$ cat src/rtl/pci_claim_decode.sv
module pci_claim_decode #(
  parameter int AD_W  = 32,
  parameter int CBE_W = 4,
  parameter int LS_W  = 8,
  parameter int CLS_W = 3
) (
  input  logic              clk,
  input  logic              rst_n,
  input  logic              frame_n,
  input  logic              irdy_n,
  input  logic              trdy_n,
  input  logic              idsel,
  input  logic [AD_W-1:0]   ad,
  input  logic [CBE_W-1:0]  cbe_n,
  input  logic              host_mode,
  input  logic              perr_en,
  input  logic [AD_W-1:0]   bar_base,
  input  logic [AD_W-1:0]   bar_mask,
  input  logic [LS_W-1:0]   line_size,
  output logic              devsel_n,
  output logic              devsel_oe,
  output logic              claim,
  output logic [CLS_W-1:0]  cmd_class,
  output logic [5:0]        cfg_reg,
  output logic [2:0]        cfg_fn
  ,output logic             line_size_ok
);
  localparam logic [CLS_W-1:0] C_NONE = CLS_W'(0);
  localparam logic [CLS_W-1:0] C_MRD  = CLS_W'(1);
  localparam logic [CLS_W-1:0] C_MWR  = CLS_W'(2);
  localparam logic [CLS_W-1:0] C_CRD  = CLS_W'(3);
  localparam logic [CLS_W-1:0] C_CWR  = CLS_W'(4);

  typedef enum logic [1:0] {S_IDLE, S_WAIT, S_ACT, S_TURN} st_t;

  st_t              st;
  logic             frame_q;
  logic [CLS_W-1:0] raw_cls;
  logic             hit, slow;

  wire addr_ph  = !frame_n && frame_q && (st == S_IDLE || st == S_TURN);
  wire last_ph  = frame_n && !irdy_n && !trdy_n;
  wire mem_hit  = (ad & bar_mask) == bar_base;
  wire cfg_hit  = !host_mode && idsel && (ad[1:0] == 2'b00);

  assign line_size_ok = (line_size == LS_W'(4)) || (line_size == LS_W'(8));

  always_comb begin
    case (cbe_n)
      4'h6, 4'hC, 4'hE: raw_cls = C_MRD;
      4'h7, 4'hF:       raw_cls = C_MWR;
      4'hA:             raw_cls = C_CRD;
      4'hB:             raw_cls = C_CWR;
      default:          raw_cls = C_NONE;
    endcase
    hit  = ((raw_cls == C_MRD || raw_cls == C_MWR) && mem_hit) ||
           ((raw_cls == C_CRD || raw_cls == C_CWR) && cfg_hit);
    slow = perr_en && (raw_cls == C_MWR || raw_cls == C_CWR);
  end

  always_ff @(posedge clk or negedge rst_n) begin
    if (!rst_n) begin
      st        <= S_IDLE;
      frame_q   <= 1'b1;
      devsel_n  <= 1'b1;
      devsel_oe <= 1'b0;
      claim     <= 1'b0;
      cmd_class <= C_NONE;
      cfg_reg   <= '0;
      cfg_fn    <= '0;
    end else begin
      frame_q <= frame_n;
      claim   <= 1'b0;
      case (st)
        S_IDLE, S_TURN: begin
          if (addr_ph && hit) begin
            claim     <= 1'b1;
            cmd_class <= raw_cls;
            cfg_reg   <= ad[7:2];
            cfg_fn    <= ad[10:8];
            if (slow) begin
              st        <= S_WAIT;
              devsel_n  <= 1'b1;
              devsel_oe <= 1'b0;
            end else begin
              st        <= S_ACT;
              devsel_n  <= 1'b0;
              devsel_oe <= 1'b1;
            end
          end else begin
            st        <= S_IDLE;
            devsel_n  <= 1'b1;
            devsel_oe <= 1'b0;
          end
        end
        S_WAIT: begin
          st        <= S_ACT;
          devsel_n  <= 1'b0;
          devsel_oe <= 1'b1;
        end
        S_ACT: begin
          if (last_ph) begin
            st       <= S_TURN;
            devsel_n <= 1'b1;
          end
        end
        default: st <= S_IDLE;
      endcase
    end
  end
endmodule


$ cat config.mk
export PLATFORM = sky130hd
export DESIGN_NAME = pci_claim_decode
export DESIGN_NICKNAME = d
export VERILOG_FILES = /design/src/rtl/pci_claim_decode.sv
export SDC_FILE = /design/constraint.sdc
export NUM_CORES = 1
export LEC_CHECK = 0
export BUFFER_PORTS_ARGS = -buffer_cell sky130_fd_sc_hd__clkbuf_2
export CAP_MARGIN = 20
export CORE_UTILIZATION = 38
export CTS_CLUSTER_SIZE = 14
export DETAILED_ROUTE_END_ITERATION = 8
export HOLD_SLACK_MARGIN = 0.05
export PLACE_DENSITY_LB_ADDON = 0.08
export SLEW_MARGIN = 30
export SYNTH_ARGS = -nofsm -noshare
export SYNTH_HDL_FRONTEND = slang
export SYNTH_SLANG_ARGS = --single-unit
$ cat constraint.sdc
create_clock -name clk -period 3.3 [get_ports clk]
set_input_delay 0.33 -clock clk [delete_from_list [all_inputs] [get_ports clk]]
set_output_delay 0.33 -clock clk [all_outputs]
set_load 0.005 [all_outputs]
# Word level (Yosys, flattened, before mapping)
# Index checks and enable logic that the tools add are counted.
[totals]
reg_bits = 18
in_bits = 116
elab_cells = 68
[classes]
eq_ne = 18
n_mux = 14
bitwise_logic = 1
reduce_logical = 27
[ops]
columns = ["operator", "n"]
rows = [
  ["$and A32 B32 Y32", 1],
  ["$eq A32 B32 Y1", 1],
  ["$eq A4 B4 Y1 const B", 5],
  ["$pmux W3 S4", 1],
  ["$logic_and A1 B1 Y1", 10],
  ["$eq A4 B3 Y1 const B", 2],
  ["$eq A8 B3 Y1 const B", 1],
  ["$eq A8 B4 Y1 const B", 1],
  ["$mux W1", 7],
  ["$eq A3 B2 Y1 const B", 2],
  ["$logic_or A1 B1 Y1", 6],
  ["$mux W2", 3],
  ["$pmux W2 S3", 1],
  ["$eq A2 B2 Y1 const B", 2],
  ["$logic_not A1 Y1", 4],
  ["$logic_not A2 Y1", 2],
  ["$reduce_or A2 Y1", 2],
  ["$eq A3 B1 Y1 const B", 1],
  ["$eq A3 B3 Y1 const B", 1],
  ["$pmux W1 S3", 1],
  ["$reduce_or A3 Y1", 1],
  ["$eq A2 B1 Y1 const B", 1],
  ["$ne A2 B2 Y1 const B", 1],
  ["$pmux W1 S2", 1],
  ["2 further kinds", 2],
]

# Depth between registers and ports, before layout
[depth]
word_depth = 10
mapped_depth = 8

# Worst setup path before layout
# OpenSTA, ideal clock, no wires.
[synth_timing]
kind = "register to register"
startpoint = "reg st[0]"
endpoint = "reg cfg_fn[0]"
setup_time_ns = 0.125
t_arrival_ns = 2.194
slack_ns = 0.981
path_stages_with_launch = 9
synth_period_minus_slack_ns = 2.319
path_cell_list = "dfrtp_1 inv_1 ha_1 and3b_1 o211ai_1 or4_4 o21a_4 buf_12 mux2_4"
[synth_between]
elab_chain_len = 5
elab_cells_between_ends = 7
[synth_lines]
columns = ["element", "line_no", "source"]
rows = [
  ["from (decl)", "36", "st_t st;"],
  ["from (signal assigned)", "63", "st <= S_IDLE;"],
  ["from (signal assigned)", "82", "st <= S_WAIT;"],
  ["from (signal assigned)", "86", "st <= S_ACT;"],
  ["$eq A2 B2 Y1 / $logic_not A2 Y1 (equally long branches)", "41, 74", ""],
  ["$logic_or A1 B1 Y1", "41", "wire addr_ph = !frame_n && frame_q && (st == S_IDLE || st == S_TURN);"],
  ["$logic_and A1 B1 Y1", "41", ""],
  ["$logic_and A1 B1 Y1", "76", "if (addr_ph && hit) begin"],
  ["$reduce_and A2 Y1 (no source line) (*)", "-", ""],
  ["to (signal assigned)", "80", "cfg_fn <= ad[10:8];"],
  ["to (decl)", "25", "output logic [2:0] cfg_fn"],
]
# Every way passes the cells marked *; elsewhere a longest branch is shown, timed or not.
# A chain may end at the register's enable or synchronous reset.

# Final worst setup path
# Ends and elaborated chain as after synthesis.

==> flow_metrics.env <==
export IMPL_synth_common_cells="21 x nand2_1, 16 x dfrtp_1, 16 x xor2_1"
export IMPL_worstSetupPathType="register to register"
export IMPL_clock_root_buffer="clkbuf_8"
export IMPL_rows=22
export IMPL_start_util=0.4037
export IMPL_drv_cap=0
export IMPL_first_pass_iters=4
export IMPL_antenna_found_initial=0
export IMPL_clockBufferDepth=2
export IMPL_area_growth_pct=50.71
export IMPL_cts_tree="yes"
export IMPL_max_freq_ghz=0.4158
export IMPL_totalWireLength_um=3576
export IMPL_postSynthAreaPerCell_sq_um=9.376
export IMPL_wl_per_cell_um=10.43
export IMPL_ys_types=38
export IMPL_htreeDepth=1
export IMPL_yosys_warnings=0
export IMPL_netlist_area_leader_share=0.2669
export IMPL_largest_register_ffs=6
export IMPL_grt_max_degree=19
export IMPL_synth_edff_count=0
export IMPL_fin_util=0.6084
export IMPL_critPathArrivalTime_ns=2.54
export IMPL_seq_area_frac_synth=0.3019
export IMPL_post_cts_setup_buffers=0
export IMPL_setup_tns_ns=0
export IMPL_core_sq_um=3716
export IMPL_netlist_area_sq_um=1500
export IMPL_synth_top_area_cell="dfrtp_1"
export IMPL_clkTransAtPathRegs_ns=0.07
export IMPL_vias=1702
export IMPL_insertion_delay_ns=0.25
export IMPL_p_leak_nw=1.285
export IMPL_cts_made_buffers=3
export IMPL_grt_pass1_wl_um=5823
export IMPL_slew_headroom=0.6364
export IMPL_setup_viol=0
export IMPL_finalHoldViolations=0
export IMPL_port_buffers=131
export IMPL_yosysMostFrequentCell="nand2_1"
export IMPL_antenna_cells=0
export IMPL_io_pins=132
export IMPL_crit_required_ns=3.43
export IMPL_overflow=0
export IMPL_fin_crit_sh=0.7288
export IMPL_synthFlopType="dfrtp_1"
export IMPL_die_width_um=64.83
export IMPL_min_period_ns=2.405
export IMPL_dieHeight_um=64.83
export IMPL_run_status="finished, final reports clean"
export IMPL_rsz0062_at_grt="no"
export IMPL_ant_nets=0
export IMPL_finalClockSkew_ns=0.002371
export IMPL_grt_pass1_vias=1539
export IMPL_finalMaxSlewViolations=0
export IMPL_critPathMaxFanout=14
export IMPL_synthCells=160
export IMPL_cts_sinks=18
export IMPL_start_kind="register"
export IMPL_drc=0
export IMPL_place_hpwl_um=3177
export IMPL_track_usage=0.1724
export IMPL_vdd_drop_max_mv=0.1615
export IMPL_synthesis_nets=279
export IMPL_vias_per_cell=4.962
export IMPL_drive_gt1_frac=0.5186
export IMPL_drt_iter0_drc=24
export IMPL_synth_area_leaders="dfrtp_1 27%, xor2_1 9.3%, mux2_4 7.0%, nand2_1 5.3%, and3b_1 4.1%"
export IMPL_holdCritPathClass="input pin to register"
export IMPL_tightestPinTransition_ns=0.5379
export IMPL_fill_cells=359
export IMPL_die_area_sq_um=4203
export IMPL_crit_path_end_kind="register"
export IMPL_place_congestion=0.8548
export IMPL_synthArstFlopShare=1.000
export IMPL_nNetsFinal=415
export IMPL_synth_seq_cells=18
export IMPL_p_per_area_nw_per_um2=245.1
==> placed cells by master, fill, tap and decap left out, drive strengths merged, types with 3 or more instances in the layout <==
master and instances:
a21boi 7, mux2 11, inv 4, nor2b 3, o21ai 3, nand4 6, a21oi 5, ha 3
a211oi 8, a21o 7, nand2 21, clkbuf 135, and3b 7, nor2 7, dfrtp 16, xor2 16
and3 6, nand3 7
==> layer usage <==
metal | global-route usage | vias up | part of all wire
li1 | - | 870 | -
met1 | 0.1897 | 739 | 0.40
met2 | 0.3359 | 91 | 0.49
met3 | 0.04401 | 2 | 0.11
met4 | 0.01667 | 0 | 0.0020
met5 | 0 | - | 0
==> timing repair <==
| item | in CTS | in global routing |
|---|---|---|
| hold endpoints to repair | 16 | 0 |
| endpoints found under the setup margin | 0 | 0 |
| hold buffers | 1 | 0 |
| gates resized for setup | 0 | 0 |
==> kinds of logic after synthesis <==
group	synth area share
DFF	0.3019
xor gates and xnor gates	0.09925
adders and majority gates	0.02502
AOI/OAI and AO/OA	0.2093
buffers and inverters	0.02335
muxes	0.1068
and+or+nand+nor	0.2344
==> area by class of cell <==
type | instances | area (sq um) | area share
Clock buffer | 4 | 55.05 | 0.02435
Inverter | 4 | 15.01 | 0.006641
Multi-Input combinational cell | 137 | 1012 | 0.4477
Sequential cell | 18 | 452.9 | 0.2003
Tap cell | 48 | 60.06 | 0.02656
Timing Repair Buffer | 132 | 665.6 | 0.2944
==> worst paths after layout <==
check,start,endpoint,slack [ns],cells past startpoint
worst max-delay path,st[0],cfg_fn[0],0.89,7
worst min-delay path,frame_n,frame_q,0.20,1
worst max register to register,st[0],cfg_fn[0],0.89,7
worst min register to register,cmd_class[2],cmd_class[2],0.49,1
max in group asynchronous,rst_n,frame_q,2.40,2
min in group asynchronous,rst_n,devsel_oe,0.56,2
==> where the power goes <==
group	switching, mW	leakage [nW]	internal (mW)	total, mW
combinational	0.0609	1.01	0.0888	0.150
sequential	0.00302	0.243	0.228	0.231
clock	0.0680	0.0288	0.106	0.174
total	0.132	1.28	0.422	0.554
==> critical path: stages, from the launching register on <==
cell and delay [ns]:
dfrtp_1 0.37, inv_1 0.07, ha_1 0.35, and3b_1 0.20, o211ai_1 0.11, or4_4 0.57
o21a_4 0.30, mux2_4 0.32
==> stage by stage <==
| step | hold WS [ns] | area [sq um] | cells | power (mW) | worst slack (ns) |
|---|---|---|---|---|---|
| finish | 0.1983 | 2261 | 343 | 0.5542 | 0.8948 |
| global route | 0.1875 | 2261 | 343 | 0.5889 | 0.7785 |
| CTS | 0.1926 | 2261 | 343 | 0.5632 | 0.8814 |
| detailed placement | 0.2967 | 2196 | 338 | 0.3853 | 0.8912 |
| global placement | 0.2965 | 2196 | 338 | 0.3831 | 0.9639 |
| floorplan | 0.03441 | 1500 | 160 | 0.2911 | 0.9813 |
No activity file was read; power rests on OpenSTA's default activity.
